<file path="src/rtl/rxf_pkg.sv">
package rxf_pkg;

  localparam int ADDR_BYTES = 6;
  localparam logic [31:0] HASH_POLY = 32'hC704DD7B;

  typedef logic [ADDR_BYTES-1:0][7:0] mac_t;

  // bit0 broadcast, bit1 multicast, bit2 runt, bit3 crc-error
  typedef struct packed {
    logic crcerr_en;
    logic runt_en;
    logic mc_en;
    logic bc_en;
  } rxf_en_t;

  typedef enum logic [2:0] {
    SEL_ENABLES = 3'd0,
    SEL_STA_01  = 3'd1,
    SEL_STA_23  = 3'd2,
    SEL_STA_45  = 3'd3,
    SEL_HASH    = 3'd4
  } cfg_sel_e;

  localparam rxf_en_t EN_RESET = '{crcerr_en: 1'b0, runt_en: 1'b0, mc_en: 1'b1, bc_en: 1'b1};

  // one byte through the hash register, least significant bit first
  function automatic logic [31:0] crc_step8(input logic [31:0] c_in, input logic [7:0] d);
    logic [31:0] c;
    c = c_in;
    for (int b = 0; b < 8; b++) begin
      if (c[0] ^ d[b]) c = (c >> 1) ^ HASH_POLY;
      else             c = c >> 1;
    end
    return c;
  endfunction

endpackage

</file>
<file path="src/rtl/rxf_cfg_regs.sv">
module rxf_cfg_regs
  import rxf_pkg::*;
#(
  parameter int TBL_W = 16,
  parameter int CFG_W = 16,
  parameter logic [TBL_W-1:0] RST_TABLE = 'h0400
) (
  input  logic             clk,
  input  logic             rst_n,
  input  logic             cfg_we,
  input  logic [2:0]       cfg_addr,
  input  logic [CFG_W-1:0] cfg_wdata,
  input  logic             snap,
  input  logic             frame_open,
  output rxf_en_t          act_en,
  output mac_t             act_sta,
  output logic [TBL_W-1:0] act_tbl
);

  rxf_en_t          prg_en;
  mac_t             prg_sta;
  logic [TBL_W-1:0] prg_tbl;

  // programmed copy, written by the port
  always_ff @(posedge clk) begin
    if (!rst_n) begin
      prg_en  <= EN_RESET;
      prg_sta <= '0;
      prg_tbl <= RST_TABLE;
    end else if (cfg_we) begin
      case (cfg_sel_e'(cfg_addr))
        SEL_ENABLES: prg_en <= rxf_en_t'(cfg_wdata[3:0]);
        SEL_STA_01:  begin prg_sta[0] <= cfg_wdata[7:0]; prg_sta[1] <= cfg_wdata[15:8]; end
        SEL_STA_23:  begin prg_sta[2] <= cfg_wdata[7:0]; prg_sta[3] <= cfg_wdata[15:8]; end
        SEL_STA_45:  begin prg_sta[4] <= cfg_wdata[7:0]; prg_sta[5] <= cfg_wdata[15:8]; end
        SEL_HASH:    prg_tbl <= cfg_wdata[TBL_W-1:0];
        default:     ;
      endcase
    end
  end

  // active copy, refreshed only at a start-of-frame byte
  always_ff @(posedge clk) begin
    if (!rst_n) begin
      act_en  <= EN_RESET;
      act_sta <= '0;
      act_tbl <= RST_TABLE;
    end else if (snap) begin
      act_en  <= prg_en;
      act_sta <= prg_sta;
      act_tbl <= prg_tbl;
    end
  end

  // settings seen by an open frame do not move until the next start
  a_r12_frozen_in_frame: assert property (@(posedge clk) disable iff (!rst_n)
    (frame_open && !snap) |=> ($stable(act_en) && $stable(act_sta) && $stable(act_tbl)));

endmodule

</file>
<file path="src/rtl/rxf_frame_track.sv">
module rxf_frame_track
  import rxf_pkg::*;
#(
  parameter int MIN_LEN = 64,
  parameter int CNT_W   = $clog2(MIN_LEN + 1)
) (
  input  logic             clk,
  input  logic             rst_n,
  input  logic             beat,
  input  logic             sof,
  input  logic             eof,
  input  logic [7:0]       data,
  output logic             take,
  output logic             addr_beat,
  output logic             frame_open,
  output logic [CNT_W-1:0] cnt_nxt,
  output mac_t             da_nxt
);

  localparam logic [CNT_W-1:0] LEN_CAP = CNT_W'(MIN_LEN);
  localparam logic [CNT_W-1:0] DA_LEN  = CNT_W'(ADDR_BYTES);

  logic             in_frame;
  logic [CNT_W-1:0] cnt;
  logic [CNT_W-1:0] pos;
  mac_t             da_q;

  assign frame_open = in_frame;
  assign take       = beat && (sof || in_frame);
  assign pos        = sof ? '0 : cnt;
  assign addr_beat  = take && (pos < DA_LEN);
  assign cnt_nxt    = (pos == LEN_CAP) ? pos : pos + 1'b1;

  always_comb begin
    da_nxt = da_q;
    for (int k = 0; k < ADDR_BYTES; k++) begin
      if (addr_beat && pos == CNT_W'(k)) da_nxt[k] = data;
    end
  end

  always_ff @(posedge clk) begin
    if (!rst_n) begin
      in_frame <= 1'b0;
      cnt      <= '0;
      da_q     <= '0;
    end else if (take) begin
      in_frame <= !eof;
      cnt      <= cnt_nxt;
      da_q     <= da_nxt;
    end
  end

  // length count saturates at the runt limit
  a_r8_len_capped: assert property (@(posedge clk) disable iff (!rst_n)
    cnt <= LEN_CAP);

  // a frame only opens through a start-of-frame byte
  a_r1_open_by_sof: assert property (@(posedge clk) disable iff (!rst_n)
    $rose(in_frame) |-> $past(beat && sof));

endmodule

</file>
<file path="src/rtl/rxf_hash.sv">
module rxf_hash
  import rxf_pkg::*;
#(
  parameter int HASH_BITS = 4
) (
  input  logic                 clk,
  input  logic                 rst_n,
  input  logic                 upd,
  input  logic                 first,
  input  logic [7:0]           data,
  output logic [HASH_BITS-1:0] idx_nxt
);

  logic [31:0] crc_q;
  logic [31:0] crc_d;

  always_comb begin
    crc_d = crc_q;
    if (upd) crc_d = crc_step8(first ? 32'hFFFF_FFFF : crc_q, data);
  end

  assign idx_nxt = crc_d[HASH_BITS-1:0];

  always_ff @(posedge clk) begin
    if (!rst_n)   crc_q <= 32'hFFFF_FFFF;
    else if (upd) crc_q <= crc_d;
  end

  // the hash register only moves on address bytes
  a_r6_hash_hold: assert property (@(posedge clk) disable iff (!rst_n)
    !upd |=> $stable(crc_q));

endmodule

</file>
<file path="src/rtl/eth_rx_addr_filter.sv">
module eth_rx_addr_filter
  import rxf_pkg::*;
#(
  parameter int HASH_BITS = 4,
  parameter int MIN_LEN   = 64,
  parameter int CFG_W     = 16
) (
  input  logic             clk,
  input  logic             rst_n,
  input  logic             in_valid,
  output logic             in_ready,
  input  logic [7:0]       in_data,
  input  logic             in_sof,
  input  logic             in_eof,
  input  logic             in_crc_ok,
  input  logic             cfg_we,
  input  logic [2:0]       cfg_addr,
  input  logic [CFG_W-1:0] cfg_wdata,
  output logic             dec_valid,
  output logic             dec_accept
);

  localparam int TBL_W = 1 << HASH_BITS;
  localparam int CNT_W = $clog2(MIN_LEN + 1);
  localparam logic [CNT_W-1:0] DA_LEN  = CNT_W'(ADDR_BYTES);
  localparam logic [CNT_W-1:0] RUNT_LM = CNT_W'(MIN_LEN);

  logic                 beat, take, addr_beat, frame_open, snap, end_beat;
  logic [CNT_W-1:0]     cnt_nxt;
  mac_t                 da_nxt;
  logic [HASH_BITS-1:0] idx_nxt;
  rxf_en_t              act_en;
  mac_t                 act_sta;
  logic [TBL_W-1:0]     act_tbl;
  logic                 is_bc, is_mc, sta_hit, addr_ok, len_full, runt, verdict;

  always_ff @(posedge clk) begin
    if (!rst_n) in_ready <= 1'b0;
    else        in_ready <= 1'b1;
  end

  assign beat     = in_valid && in_ready;
  assign snap     = take && in_sof;
  assign end_beat = take && in_eof;

  rxf_cfg_regs #(.TBL_W(TBL_W), .CFG_W(CFG_W), .RST_TABLE(TBL_W'('h0400))) u_cfg (
    .clk(clk), .rst_n(rst_n), .cfg_we(cfg_we), .cfg_addr(cfg_addr), .cfg_wdata(cfg_wdata),
    .snap(snap), .frame_open(frame_open),
    .act_en(act_en), .act_sta(act_sta), .act_tbl(act_tbl));

  rxf_frame_track #(.MIN_LEN(MIN_LEN), .CNT_W(CNT_W)) u_track (
    .clk(clk), .rst_n(rst_n), .beat(beat), .sof(in_sof), .eof(in_eof), .data(in_data),
    .take(take), .addr_beat(addr_beat), .frame_open(frame_open),
    .cnt_nxt(cnt_nxt), .da_nxt(da_nxt));

  rxf_hash #(.HASH_BITS(HASH_BITS)) u_hash (
    .clk(clk), .rst_n(rst_n), .upd(addr_beat), .first(in_sof), .data(in_data),
    .idx_nxt(idx_nxt));

  // classification and policy, evaluated on the EOF byte
  always_comb begin
    is_bc    = &da_nxt;
    is_mc    = da_nxt[0][0] && !is_bc;
    sta_hit  = (da_nxt == act_sta);
    addr_ok  = sta_hit
             || (is_bc && act_en.bc_en)
             || (is_mc && act_en.mc_en && act_tbl[idx_nxt]);
    len_full = (cnt_nxt >= DA_LEN);
    runt     = (cnt_nxt < RUNT_LM);
    verdict  = addr_ok && len_full
             && (!runt || act_en.runt_en)
             && (in_crc_ok || act_en.crcerr_en);
  end

  always_ff @(posedge clk) begin
    if (!rst_n) begin
      dec_valid  <= 1'b0;
      dec_accept <= 1'b0;
    end else begin
      dec_valid  <= end_beat;
      dec_accept <= end_beat && verdict;
    end
  end

  // accept is qualified by the strobe
  a_r2_accept_qual: assert property (@(posedge clk) disable iff (!rst_n)
    dec_accept |-> dec_valid);

  // a verdict follows a byte carrying end-of-frame
  a_r2_after_eof: assert property (@(posedge clk) disable iff (!rst_n)
    dec_valid |-> $past(in_valid && in_eof));

  // a frame without a full address is never kept
  a_r10_short_drop: assert property (@(posedge clk) disable iff (!rst_n)
    (end_beat && !len_full) |=> !dec_accept);

  // broadcast with the enable cleared and no station match is dropped
  a_r5_bc_off: assert property (@(posedge clk) disable iff (!rst_n)
    (end_beat && is_bc && !act_en.bc_en && !sta_hit) |=> !dec_accept);

endmodule

</file>
<file path="config.mk">
export PLATFORM = sky130hd
export DESIGN_NAME = eth_rx_addr_filter
export DESIGN_NICKNAME = d
export VERILOG_FILES = /design/src/rtl/rxf_pkg.sv /design/src/rtl/rxf_cfg_regs.sv /design/src/rtl/rxf_frame_track.sv /design/src/rtl/rxf_hash.sv /design/src/rtl/eth_rx_addr_filter.sv
export SDC_FILE = /design/constraint.sdc
export NUM_CORES = 1
export LEC_CHECK = 0
export BUFFER_PORTS_ARGS = -buffer_cell sky130_fd_sc_hd__buf_4
export CAP_MARGIN = 20
export CORE_MARGIN = 2
export CORE_UTILIZATION = 45
export CTS_BUF_LIST = sky130_fd_sc_hd__clkbuf_4
export CTS_CLUSTER_DIAMETER = 30
export DETAILED_ROUTE_END_ITERATION = 10
export GPL_TIMING_DRIVEN = 0
export SLEW_MARGIN = 10
export SYNTH_ARGS = -nofsm -noshare
export SYNTH_HDL_FRONTEND = slang
export SYNTH_HIERARCHICAL = 1
export SYNTH_SLANG_ARGS = --single-unit
</file>
<file path="constraint.sdc">
create_clock -name clk -period 5.77 [get_ports clk]
set_clock_uncertainty 0.05 [all_clocks]
set_input_delay 1.154 -clock clk [delete_from_list [all_inputs] [get_ports clk]]
set_output_delay 1.154 -clock clk [all_outputs]
set_load 0.05 [all_outputs]
</file>
==> results of run 1 <==
layer usage:
metal | vias up | track usage [%]
met5 | - | 0
met2 | 221 | 34.4
met1 | 3991 | 32.8
met4 | 0 | 8.65
met3 | 50 | 4.41
li1 | 4095 | -
power groups by stage:
stage	Combinational [W]	Sequential (W)	Clock, W
finish	0.000898	0.00164	0.00146
detailed placement	0.000888	0.00168	0
global placement	0.000884	0.00168	0
CTS	0.000897	0.00164	0.00150
floorplan	0.000700	0.00167	0
global route	0.000974	0.00165	0.00159
cell type report:
class                      count  area [sq um]  area share [%]
antenna                        5          12.5          0.0972
buffer                        72           410            3.19
clock buffer                  96           721            5.60
clock inverter                19          85.1           0.661
inverter                       7          26.3           0.204
multi-input combinational    827          6390            49.6
sequential                   227          4540            35.3
tap                          330           413            3.21
timing repair buffer          36           270            2.10
registers in the layout, summed over array words and instances, names as in the netlist, 4 cells and up:
register       count
u_track/da_q      48
u_hash/crc_q      32
u_cfg/act_tbl     16
u_cfg/act_sta     48
u_cfg/prg_en       4
u_cfg/prg_sta     48
u_cfg/act_en       4
u_cfg/prg_tbl     16
u_track/cnt        7
per-stage QoR:
| step | hold slack, ns | instances | power [W] |
|---|---|---|---|
| 6_report | 0.405 | 1619 | 0.00400 |
| 5_1_grt | 0.421 | 1619 | 0.00421 |
| 4_1_cts | 0.408 | 1614 | 0.00405 |
| 3_5_place_dp | 0.397 | 1499 | 0.00257 |
| 3_3_place_gp | 0.392 | 1499 | 0.00256 |
| 2_1_floorplan | 0.381 | 1133 | 0.00237 |
how the worst min path moves through the flow:
| stage | start | endpoint | slack, ns | depth (start not counted) |
|---|---|---|---|---|
| 2_1_floorplan | u_track/da_q[0] | u_track/da_q[0] | 0.38 | 2 |
| 3_3_place_gp | u_track/da_q[26] | u_track/da_q[26] | 0.39 | 2 |
| 3_5_place_dp | u_cfg/prg_sta[31] | u_cfg/prg_sta[31] | 0.40 | 2 |
| 4_1_cts | u_track/da_q[7] | u_track/da_q[7] | 0.41 | 2 |
| 5_1_grt | u_cfg/prg_sta[30] | u_cfg/prg_sta[30] | 0.42 | 2 |
| 6_report | u_track/da_q[7] | u_track/da_q[7] | 0.40 | 2 |
worst min-delay path, delay by kind of cell, from the launching register on:
family / cells / cell delay, ns
muxes: 1 / 0.05
DFF: 1 / 0.31
and+or+nand+nor: 1 / 0.05
==> out/metrics.cfg, run 1 <==
[status]
status = completed

[global_route]
grt.total_usage_pct = 23.0
antenna_found_initial = 1
grt_pass1_vias = 8229
grt_pass1_wl_mm = 46.6
grt_max_degree = 12
grt_overflow = 0

[finish]
final_common_cell = dfxtp_1
final_cell_mix = dfxtp_1 (227), mux2i_1 (188), nand2_1 (169)
fin_util_pct = 51.6
syn_to_final_growth_pct = 13.2
drive_gt1_share_pct = 20.3
n_fill_cell = 2399
design_area_sq_mm = 0.0129
num-nets-final = 1278

[power]
power_leakage_nw = 5.64
power.internal_w = 0.00281
p_comb_share_pct = 22.4
clock_power_share_pct = 36.4
powerDensity_mw_per_mm2 = 311
p_sw_share_pct = 29.9
seq_power_share_pct = 41.1
vdd_drop_max_v = 0.000210
p_switching_w = 0.00119

[critical_path]
cp.depth = 14
rr_worst_depth = 10
max_stage_delay_ns = 0.59
cpMostUsedCell = clkbuf_1
r2r_start = u_track/cnt[3]
crit_type = input pin to register
path_cells = buf_4, clkbuf_1, clkbuf_1, nand2b_1, inv_1, ha_1, nand2_1, buf_2, mux2_2, xor2_1, nor4_1, nand4_1, or4_1, o211ai_2
critPathRequiredTime_ns = 6.27
path_max_fanout = 10
end_kind = register
crit_path_end = dec_accept
path_delay_family = simple AND/OR/NAND/NOR gates
crit_buf_inv = 5
critPathLaunch = in_sof
crit_path_top_delay_cell = or4_1
r2r-end = dec_accept
rrSetupSlack_ns = 1.83
arrival_ns = 4.95
crit_path_start_kind = input pin

[detailed_routing]
routed-wl-met3_mm = 1.57
top_layer = met4
drc = 0
viasPerCell = 5.16
drt_wl_total_mm = 29.8
vias = 8357
drt_iter0_markers = 529
drtPass1Iterations = 5
wl_met2_mm = 12.9
antenna_left = 0
wl_per_cell_um = 18.4
drt-met1-wl_mm = 14.7

[die]
rows = 58
coreArea_sq_mm = 0.0250
die_h_um = 163
dieArea_sq_mm = 0.0266
die_x_um = 163
start_util_pct = 45.5
ioPinCount = 37

[timing]
rsz0062_at_grt = false
fin_setup_tns_ns = 0
finalMaxSlewViolations = 0
worst_pin_slew_ns = 0.891
fin_crit_sh_pct = 77.1
period_minus_slack_ns = 4.45
finalHoldViolations = 0
fmax_ghz = 0.225
slew_headroom_pct = 40.5
timing.final.ws_setup_ns = 1.32
setup_violations = 0

[clocking]
clk_path_buf_depth = 3
cts_root_buf = clkbuf_4
clk_pin_slew_ns = 0.06
cts_hold_buffers = 0
ctsResizeCount = 0
h-tree-depth = 3
tritoncts = yes
numCtsBuffers = 69
clock-sinks = 227
clk_latency_ns = 0.67
cts_setup_buffers = 0

[placement]
dp_hpwl_mm = 21.8
place_ws_ns = 0.659
place_area_sq_mm = 0.0121
portBuffers = 36
globalplace.congestion = 0.835

[synthesis]
syn_avg_cell_area_sq_um = 10.0
syn_inst = 1133
synthesis.yosys.warnings = 6
synth_nets = 1171
synth.cell_area_sq_mm = 0.0114

[min_path]
hp-class = register to register

[flow_run]
maxCapViolCount = 0

Note: power is estimated with default switching activity, not from simulation.
==> run 2, diff against run 1 <==
Settings changed: ABC_AREA from default to 1.
Clock period 5.77 ns to 4.51 ns, I/O delays scaled along.
==> run 2 against run 1 <==
  * Core utilization is essentially flat
  * Critical path depth is 8 higher
  * Cell count is 38% higher
  * Combinational power down 7.9%
  * Global-route usage up 1.2 points
  * Synthesized cell count rose by 54%
  * Worst setup slack lost 0.44 ns
  * Largest power group unchanged
  * Highest routed layer unchanged
==> out/metrics.cfg, run 2 <==
[status]
status = completed

[clocking]
ctsResizeCount = 0  ; unchanged
tritoncts = yes
clk_pin_slew_ns = 0.07  ; about the same
clk_latency_ns = 0.67  ; about the same
clock-sinks = 227  ; unchanged
cts_root_buf = clkbuf_4
h-tree-depth = 3  ; unchanged
cts_setup_buffers = 0  ; unchanged
clk_path_buf_depth = 3  ; unchanged
cts_hold_buffers = 0  ; unchanged
numCtsBuffers = 72  ; +4.3%

[detailed_routing]
drc = 0  ; unchanged
antenna_left = 0  ; unchanged
wl_per_cell_um = 14.1  ; -23%
drtPass1Iterations = 5  ; unchanged
drt_wl_total_mm = 31.7  ; +6.3%
vias = 10800  ; +29%
drt_iter0_markers = 696  ; +32%
viasPerCell = 4.81  ; -6.7%

[critical_path]
cpMostUsedCell = nand2_1
critPathRequiredTime_ns = 5.03  ; -1.24 ns
crit_buf_inv = 9  ; +4
crit_path_top_delay_cell = buf_1
crit_path_start_kind = input pin
path_max_fanout = 11  ; +1
arrival_ns = 4.15  ; -0.80 ns
max_stage_delay_ns = 0.46  ; -0.13 ns
path_delay_family = buffers and inverters
end_kind = register
path_cells = buf_4, nand2_1, inv_1, inv_1, nor2_4, nand2_1, nor2_4, buf_2, clkbuf_1, buf_1, nand3_1, nand2_1, inv_1, nand3_1, nand3_1, nand3b_1, nand2_1, inv_1, nand2_1, nand3_1, nand2_1, inv_1
crit_type = input pin to register

[die]
start_util_pct = 45.5  ; -0.072 points
die_h_um = 166  ; +1.6%
die_x_um = 166  ; +1.6%
coreArea_sq_mm = 0.0258  ; +3.5%
dieArea_sq_mm = 0.0274  ; +3.2%
rows = 59  ; +1.7%
ioPinCount = 37  ; unchanged

[finish]
fin_cells = 2240  ; +38%
top_regs = u_cfg/act_sta (48), u_cfg/prg_sta (48), u_track/da_q (48)
final_cell_mix = nor2_1 (379), nand2_1 (377), dfxtp_1 (227)
syn_to_final_growth_pct = 13.4
final_common_cell = nor2_1
num-nets-final = 1894  ; +48%
drive_gt1_share_pct = 14.2  ; -6.1 points

[timing]
fin_setup_tns_ns = 0  ; unchanged
fin_crit_sh_pct = 80.5
hold_slack_ns = 0.387  ; -0.0175 ns
slew_headroom_pct = 55.3  ; +15 points
fmax_ghz = 0.275
period_minus_slack_ns = 3.63
rsz0062_at_grt = false
worst_pin_slew_ns = 0.670  ; -0.220 ns
setup_violations = 0  ; unchanged
finalHoldViolations = 0  ; unchanged
finalMaxSlewViolations = 0  ; unchanged
timing.final.ws_setup_ns = 0.880  ; -0.439 ns

[placement]
dp_hpwl_mm = 23.3  ; +6.8%
dp.cells = 2117  ; +41%
portBuffers = 36  ; unchanged
globalplace.congestion = 0.891  ; +6.7%
place_ws_ns = 0.257  ; -0.402 ns

[power]
p_comb_share_pct = 16.6  ; -5.8 points
vdd_drop_max_v = 0.000228  ; +8.6%
power_leakage_nw = 6.55  ; +16%
power.internal_w = 0.00347  ; +24%
seq_power_share_pct = 42.9  ; +1.8 points
p_sw_share_pct = 30.2  ; +0.36 points
clock_power_share_pct = 40.5  ; +4.1 points
p_switching_w = 0.00150  ; +26%
powerDensity_mw_per_mm2 = 373  ; +20%
finalPower_w = 0.00497  ; +24%

[global_route]
grt_max_degree = 12  ; unchanged
grt_pass1_wl_mm = 52.0  ; +11%
grt.total_usage_pct = 24.2  ; +1.2 points
antenna_found_initial = 1  ; unchanged
grt_overflow = 0  ; unchanged
grt_pass1_vias = 10300  ; +25%

[synthesis]
syn_avg_cell_area_sq_um = 6.73  ; -33%
synth_nets = 1784  ; +52%
synthesis.yosys.warnings = 6  ; unchanged
synth.cell_area_sq_mm = 0.0117  ; +3.3%
syn_inst = 1746  ; +54%

[flow_run]
maxCapViolCount = 0  ; unchanged

[min_path]
hp-class = input pin to register

## run 2: layout make-up
class	instances	area (sq um)
Fill cell	2732	12500
Multi-Input combinational cell	1246	6060
Sequential cell	227	4540
Inverter	205	779
Clock buffer	97	728
Tap cell	335	419
Buffer	68	363
Timing Repair Buffer	36	270
Clock inverter	24	155
Antenna cell	2	5.00
## run 2: layer usage
layer	up-vias	GRT usage (%)	part of all wire, %
met1	4809	32.9	49
met2	259	38.0	44
met5	-	0	0
met4	0	10.1	2.7
li1	5653	-	-
met3	63	3.92	4.8
## run 2: final timing paths
kind | end | slack, ns | cells past startpoint | from
max | dec_accept | 0.88 | 22 | in_valid
min | u_cfg/prg_en[0] | 0.39 | 3 | cfg_wdata[0]
max reg2reg | dec_accept | 0.88 | 21 | in_ready
min reg2reg | u_cfg/act_en[1] | 0.41 | 2 | u_cfg/prg_en[1]
## run 2: worst register-to-register path: stages, from the launching register on
cell and delay, ns:
dfxtp_1 0.32, nand2_1 0.05, inv_1 0.05, inv_1 0.05
nor2_4 0.17, nand2_1 0.11, nor2_4 0.30, buf_2 0.31
clkbuf_1 0.43, buf_1 0.46, nand3_1 0.19, nand2_1 0.20
inv_1 0.12, nand3_1 0.10, nand3_1 0.07, nand3b_1 0.08
nand2_1 0.05, inv_1 0.11, nand2_1 0.07, nand3_1 0.15
nand2_1 0.07, inv_1 0.05
## run 2: per-stage QoR
step | cell area, sq um | util, %
after floorplan | 11700 | -
after global placement | 12400 | 48.1
after detailed placement | 12400 | 48.1
after CTS | 13300 | 51.6
after global routing | 13300 | 51.6
final | 13300 | 51.6
## run 2: power groups by stage
stage	logic [W]	clock network [W]	registers [W]
finish	0.000827	0.00201	0.00213
detailed placement	0.000819	0	0.00217
global route	0.000926	0.00218	0.00214
global placement	0.000811	0	0.00217
floorplan	0.000612	0	0.00216
CTS	0.000824	0.00208	0.00213
